$ cat src/rtl/fsr_pkg.sv
package fsr_pkg;
  localparam int NSTATE = 4;
  localparam int NCODE  = 4;
  localparam int OFF_W  = 2;
  localparam int MAG_W  = 3;

  // predecessor of next state nxt; sel picks the older register bit
  function automatic int pred_state(int nxt, int sel);
    return ((nxt & 1) << 1) | (sel & 1);
  endfunction

  // branch code {u,p} of the edge pred_state(nxt,sel) -> nxt
  function automatic int branch_code(int nxt, int sel);
    int n1;
    int n0;
    int u;
    int p;
    n1 = (nxt >> 1) & 1;
    n0 = nxt & 1;
    u  = n1 ^ n0 ^ (sel & 1);
    p  = n1 ^ (sel & 1);
    return (u << 1) | p;
  endfunction

  // known-start seed, units of 1/4
  function automatic int seed_metric(int s);
    case (s)
      0:       return 189;
      2:       return 63;
      default: return 0;
    endcase
  endfunction
endpackage

$ cat src/rtl/fsr_offset_lut.sv
module fsr_offset_lut
  import fsr_pkg::*;
(
  input  logic [MAG_W-1:0] mag,
  output logic [OFF_W-1:0] off
);
  // ln(1+exp(-d/4)) scaled by 4 and rounded; saturated index gives 0
  always_comb begin
    case (mag)
      3'd0:             off = 2'd3;
      3'd1, 3'd2, 3'd3: off = 2'd2;
      3'd4, 3'd5, 3'd6: off = 2'd1;
      default:          off = 2'd0;
    endcase
  end
endmodule

$ cat src/rtl/fsr_acso.sv
module fsr_acso
  import fsr_pkg::*;
#(
  parameter int W   = 10,
  parameter int BMW = 7
) (
  input  logic [W-1:0]     m_a,
  input  logic [W-1:0]     m_b,
  input  logic [BMW-1:0]   bm_a,
  input  logic [BMW-1:0]   bm_b,
  output logic [W-1:0]     mx,
  output logic [W-1:0]     lose,
  output logic             pick_b,
  output logic [OFF_W-1:0] off
);
  localparam int SAT = (1 << MAG_W) - 1;

  logic [W-1:0]     cand_a;
  logic [W-1:0]     cand_b;
  logic [W-1:0]     diff;
  logic [W-1:0]     mag_full;
  logic [MAG_W-1:0] mag_sat;

  assign cand_a = m_a + W'(bm_a);
  assign cand_b = m_b + W'(bm_b);

  // wrapped difference: its sign is the compare result
  assign diff   = cand_a - cand_b;
  assign pick_b = diff[W-1];

  assign mx   = pick_b ? cand_b : cand_a;
  assign lose = pick_b ? cand_a : cand_b;

  assign mag_full = pick_b ? (cand_b - cand_a) : diff;
  assign mag_sat  = (mag_full >= W'(SAT)) ? MAG_W'(SAT) : mag_full[MAG_W-1:0];

  fsr_offset_lut u_lut (
    .mag (mag_sat),
    .off (off)
  );
endmodule

$ cat src/rtl/fsr_metric_reg.sv
module fsr_metric_reg
  import fsr_pkg::*;
#(
  parameter int W       = 10,
  parameter bit REORDER = 1'b1
) (
  input  logic             clk,
  input  logic             rst_n,
  input  logic             load,
  input  logic [W-1:0]     new_max [NSTATE],
  input  logic [OFF_W-1:0] new_off [NSTATE],
  output logic [W-1:0]     metric  [NSTATE]
);
  if (REORDER) begin : g_oacs
    // pre-offset maximum and correction stored apart; added at loop entry
    logic [W-1:0]     max_q [NSTATE];
    logic [OFF_W-1:0] off_q [NSTATE];

    always_ff @(posedge clk) begin
      if (!rst_n) begin
        for (int s = 0; s < NSTATE; s++) begin
          max_q[s] <= W'(seed_metric(s));
          off_q[s] <= '0;
        end
      end else if (load) begin
        for (int s = 0; s < NSTATE; s++) begin
          max_q[s] <= new_max[s];
          off_q[s] <= new_off[s];
        end
      end
    end

    always_comb begin
      for (int s = 0; s < NSTATE; s++) metric[s] = max_q[s] + W'(off_q[s]);
    end
  end else begin : g_classic
    // finished metric stored; correction add sits at the loop end
    logic [W-1:0] sum_q [NSTATE];

    always_ff @(posedge clk) begin
      if (!rst_n) begin
        for (int s = 0; s < NSTATE; s++) sum_q[s] <= W'(seed_metric(s));
      end else if (load) begin
        for (int s = 0; s < NSTATE; s++) sum_q[s] <= new_max[s] + W'(new_off[s]);
      end
    end

    always_comb begin
      for (int s = 0; s < NSTATE; s++) metric[s] = sum_q[s];
    end
  end
endmodule

$ cat src/rtl/fsr_forward_core.sv
module fsr_forward_core
  import fsr_pkg::*;
#(
  parameter int W       = 10,
  parameter int BMW     = 7,
  parameter bit REORDER = 1'b1
) (
  input  logic                    clk,
  input  logic                    rst_n,
  input  logic                    bm_valid,
  input  logic                    bm_start,
  input  logic [NCODE*BMW-1:0]    bm_in,
  output logic                    sm_valid,
  output logic [NSTATE*W-1:0]     sm_out,
  output logic [NSTATE-1:0]       sm_dec,
  output logic [NSTATE*OFF_W-1:0] sm_off
);
  logic [W-1:0]      cur     [NSTATE];
  logic [W-1:0]      prior   [NSTATE];
  logic [W-1:0]      nx_max  [NSTATE];
  logic [W-1:0]      nx_lose [NSTATE];
  logic [W-1:0]      gap     [NSTATE];
  logic [OFF_W-1:0]  nx_off  [NSTATE];
  logic [NSTATE-1:0] nx_dec;

  for (genvar s = 0; s < NSTATE; s++) begin : g_prior
    assign prior[s] = bm_start ? W'(seed_metric(s)) : cur[s];
  end

  for (genvar n = 0; n < NSTATE; n++) begin : g_state
    localparam int PA = pred_state(n, 0);
    localparam int PB = pred_state(n, 1);
    localparam int CA = branch_code(n, 0);
    localparam int CB = branch_code(n, 1);

    fsr_acso #(.W(W), .BMW(BMW)) u_acso (
      .m_a    (prior[PA]),
      .m_b    (prior[PB]),
      .bm_a   (bm_in[CA*BMW +: BMW]),
      .bm_b   (bm_in[CB*BMW +: BMW]),
      .mx     (nx_max[n]),
      .lose   (nx_lose[n]),
      .pick_b (nx_dec[n]),
      .off    (nx_off[n])
    );

    assign sm_out[n*W +: W] = cur[n];
    assign gap[n] = nx_max[n] - nx_lose[n];

    AST_WINNER_AHEAD: assert property (@(posedge clk) disable iff (!rst_n)
      bm_valid |-> !gap[n][W-1]) else $error("winner below loser");
    AST_FAR_ZERO_OFFSET: assert property (@(posedge clk) disable iff (!rst_n)
      (bm_valid && gap[n] >= W'(7)) |-> nx_off[n] == '0) else $error("offset on far pair");
  end

  fsr_metric_reg #(.W(W), .REORDER(REORDER)) u_store (
    .clk     (clk),
    .rst_n   (rst_n),
    .load    (bm_valid),
    .new_max (nx_max),
    .new_off (nx_off),
    .metric  (cur)
  );

  always_ff @(posedge clk) begin
    if (!rst_n) begin
      sm_valid <= 1'b0;
      sm_dec   <= '0;
      sm_off   <= '0;
    end else begin
      sm_valid <= bm_valid;
      if (bm_valid) begin
        sm_dec <= nx_dec;
        for (int n = 0; n < NSTATE; n++) sm_off[n*OFF_W +: OFF_W] <= nx_off[n];
      end
    end
  end

  AST_STEP_LATENCY: assert property (@(posedge clk) disable iff (!rst_n)
    bm_valid |=> sm_valid) else $error("step result missing");
  AST_IDLE_HOLD: assert property (@(posedge clk) disable iff (!rst_n)
    !bm_valid |=> (!sm_valid && $stable(sm_out) && $stable(sm_dec) && $stable(sm_off)))
    else $error("outputs moved while idle");
endmodule

$ cat config.mk
export PLATFORM = sky130hd
export DESIGN_NAME = fsr_forward_core
export DESIGN_NICKNAME = d
export VERILOG_FILES = /design/src/rtl/fsr_pkg.sv /design/src/rtl/fsr_offset_lut.sv /design/src/rtl/fsr_acso.sv /design/src/rtl/fsr_metric_reg.sv /design/src/rtl/fsr_forward_core.sv
export SDC_FILE = /design/constraint.sdc
export NUM_CORES = 1
export LEC_CHECK = 0
export BUFFER_PORTS_ARGS = -buffer_cell sky130_fd_sc_hd__buf_2
export CAP_MARGIN = 20
export CORE_ASPECT_RATIO = 1.1
export CORE_UTILIZATION = 60
export CTS_CLUSTER_SIZE = 30
export DETAILED_ROUTE_END_ITERATION = 10
export PLACE_DENSITY_LB_ADDON = 0.12
export SYNTH_ARGS = -nofsm -noshare
export SYNTH_HDL_FRONTEND = slang
export SYNTH_HIERARCHICAL = 1
export SYNTH_SLANG_ARGS = --single-unit
$ cat constraint.sdc
create_clock -name clk -period 7.03 [get_ports clk]
set_input_delay 0.3515 -clock clk [delete_from_list [all_inputs] [get_ports clk]]
set_output_delay 0.3515 -clock clk [all_outputs]
set_load 0.01 [all_outputs]
==> results_dict.tcl <==
set metrics [dict create \
    maxSlewViolCount 0 \
    detail_route.iter0.violations 771 \
    timing_worst_setup_path_type "register to register" \
    routed_len_inst_um 17.7 \
    rsz_0062_raised_after_global_routing "no" \
    tritoncts "built" \
    max_slew_margin 0.433 \
    postCtsHoldBufs 0 \
    fin_crit_sh 0.865 \
    firstDrtPassIters 7 \
    cts.root.buffer_cell "clkbuf_16" \
    final_period_minus_worst_setup_slack_ns 6.08 \
    mappedNetlistNets 1416 \
    cts.reportedPaths.clkPinSlew_ns 0.05 \
    endpoint_kind "register" \
    layout.nets 1477 \
    design.portCount 85 \
    critical_path_required_ns 7.12 \
    max_cap_violations 0 \
    syn_to_final_growth_pct 7.64 \
    outcome "finished clean" \
    maximum_number_of_pins_on_one_net_before_global_route_repair 52 \
    post_cts_resize_count 0 \
    grt_use_total 0.304 \
    setup_fix_bufs_post_cts 0 \
    detailroute.via_count 9395 \
    postSynthCellCount 1252 \
    diodes 0 \
    placedInstanceArea_um2 11300 \
    synth_area_per_cell_um2 8.61 \
    core-area_um2 17600 \
    gr-total-overflow 0 \
    worstSkewPairLatency_ns 0.34 \
    stdcell_area_um2 11600 \
    dieArea_um2 18500 \
    vias_in_the_first_global_route 8703 \
    layout-drive-gt1-share 0.169 \
    yosysWarnings 6 \
    cts_made_buffers 9 \
    timing.critical_path.from_type "register" \
    start_util 0.612 \
    final_hold_viol_count 0 \
    clock_tree.buffer_depth 2 \
    hold_path_class "register to register" \
    synthesis.area_um2 10800 \
    cts_htree_levels 3 \
    place_congestion 0.942 \
    grt_first_pass_wirelength_mm 43.7 \
    critical_path_peak_fanout 19 \
    fp-row-count 51 \
    cts_num_sinks 61 \
    setup-tns-final_ns 0 \
    drt_wl_total_mm 27.6 \
    ant_nets 0 \
    cp_data_arrival_time_ns 6.17 \
    die-width_um 130 \
    worstMarginPinSlew_ns 0.849 \
    report.final.setup_viol 0 \
    die-height_um 143 \
    maxClockFrequency_mhz 164 \
    vias_per_cell 6.04 \
    antenna_found_initial 0 \
    layout.filler_cells 1554 \
    drc 0 \
    finClkSkew_ns 0.00411 \
    port_buffers 84 \
    post-dp-hpwl_mm 22.7 \
]
## final cells by class
cell class                      instances  area, um2  area share
Sequential cell                        61       1700       0.147
Clock buffer                           11        243      0.0209
Inverter                              111        422      0.0363
Tap cell                              238        298      0.0257
Multi-Input combinational cell       1044       8450       0.729
Timing Repair Buffer                   86        435      0.0375
Clock inverter                          5       50.0     0.00431
## sequential cells by signal, summed over array words and instances, names as in the netlist
name / count
sm_dec: 4
u_store/g_oacs.off_q: 8
sm_valid: 1
sm_off: 8
u_store/g_oacs.max_q: 40
## per-stage QoR
stage               std cells  utilization  hold WS, ns  setup slack (ns)
floorplan                1252            -        0.480              1.66
global placement         1540        0.642        0.491              1.03
detailed placement       1540        0.642        0.502             0.952
CTS                      1556        0.659        0.517             0.935
global route             1556        0.659        0.539             0.623
finish                   1556        0.659        0.513             0.947
## layout by cell type, fill, tap and decap left out, types with 6 or more instances in the layout
cell type / instances
xnor2_1: 78
dfxtp_1: 13
nand2_1: 70
and2_1: 14
o21ai_0: 50
mux2i_1: 30
o21ai_1: 10
xnor2_2: 9
a211oi_1: 18
nand3_1: 27
nand4_1: 11
a21oi_1: 68
a31oi_1: 10
nor3_1: 19
edfxtp_1: 48
o21bai_1: 10
maj3_1: 7
o22ai_1: 7
nor2b_1: 62
and3_1: 47
nor2_1: 58
buf_2: 84
o21ai_2: 7
or3_1: 6
ha_1: 112
xor2_1: 32
o211ai_1: 22
a21o_1: 34
nand2b_1: 16
clkbuf_16: 9
fa_1: 20
or2_2: 30
o21a_1: 14
inv_1: 110
o211ai_2: 7
o31a_1: 6
## final timing paths
check | startpoint | end | slack (ns) | cells past startpoint
worst min-delay path | sm_dec[0] | sm_dec[0] | 0.51 | 2
worst max register to register | u_store/g_oacs.max_q[0][0] | u_store/g_oacs.off_q[2][0] | 0.95 | 21
worst min register to register | sm_dec[0] | sm_dec[0] | 0.51 | 2
worst max-delay path | u_store/g_oacs.max_q[0][0] | u_store/g_oacs.off_q[2][0] | 0.95 | 21
## per-layer routing
metal  routed length [um]  vias up  track usage
met5                    0        -            0
met4                  993        0        0.119
met3                 1320       65       0.0357
met2                12800      296        0.496
met1                12500     4393        0.407
li1                     -     4641            -
## critical path: stages (launching register included)
cell and delay, ns:
edfxtp_1 0.37, ha_1 0.25, fa_1 0.60, nor2b_1 0.34, inv_1 0.12, fa_1 0.46, nand2b_1 0.18, nand2_1 0.07
a21oi_1 0.07, xnor2_1 0.24, inv_1 0.10, ha_1 0.40, a21o_1 0.21, a31oi_1 0.34, o311ai_4 0.15, a311oi_4 0.49
xnor2_4 0.31, o211ai_1 0.16, a21oi_1 0.30, nand2_1 0.14, maj3_2 0.35, and3_1 0.18
Power is not shown: default switching activity piles up to over one toggle a cycle in this logic, so the estimate is an artifact.
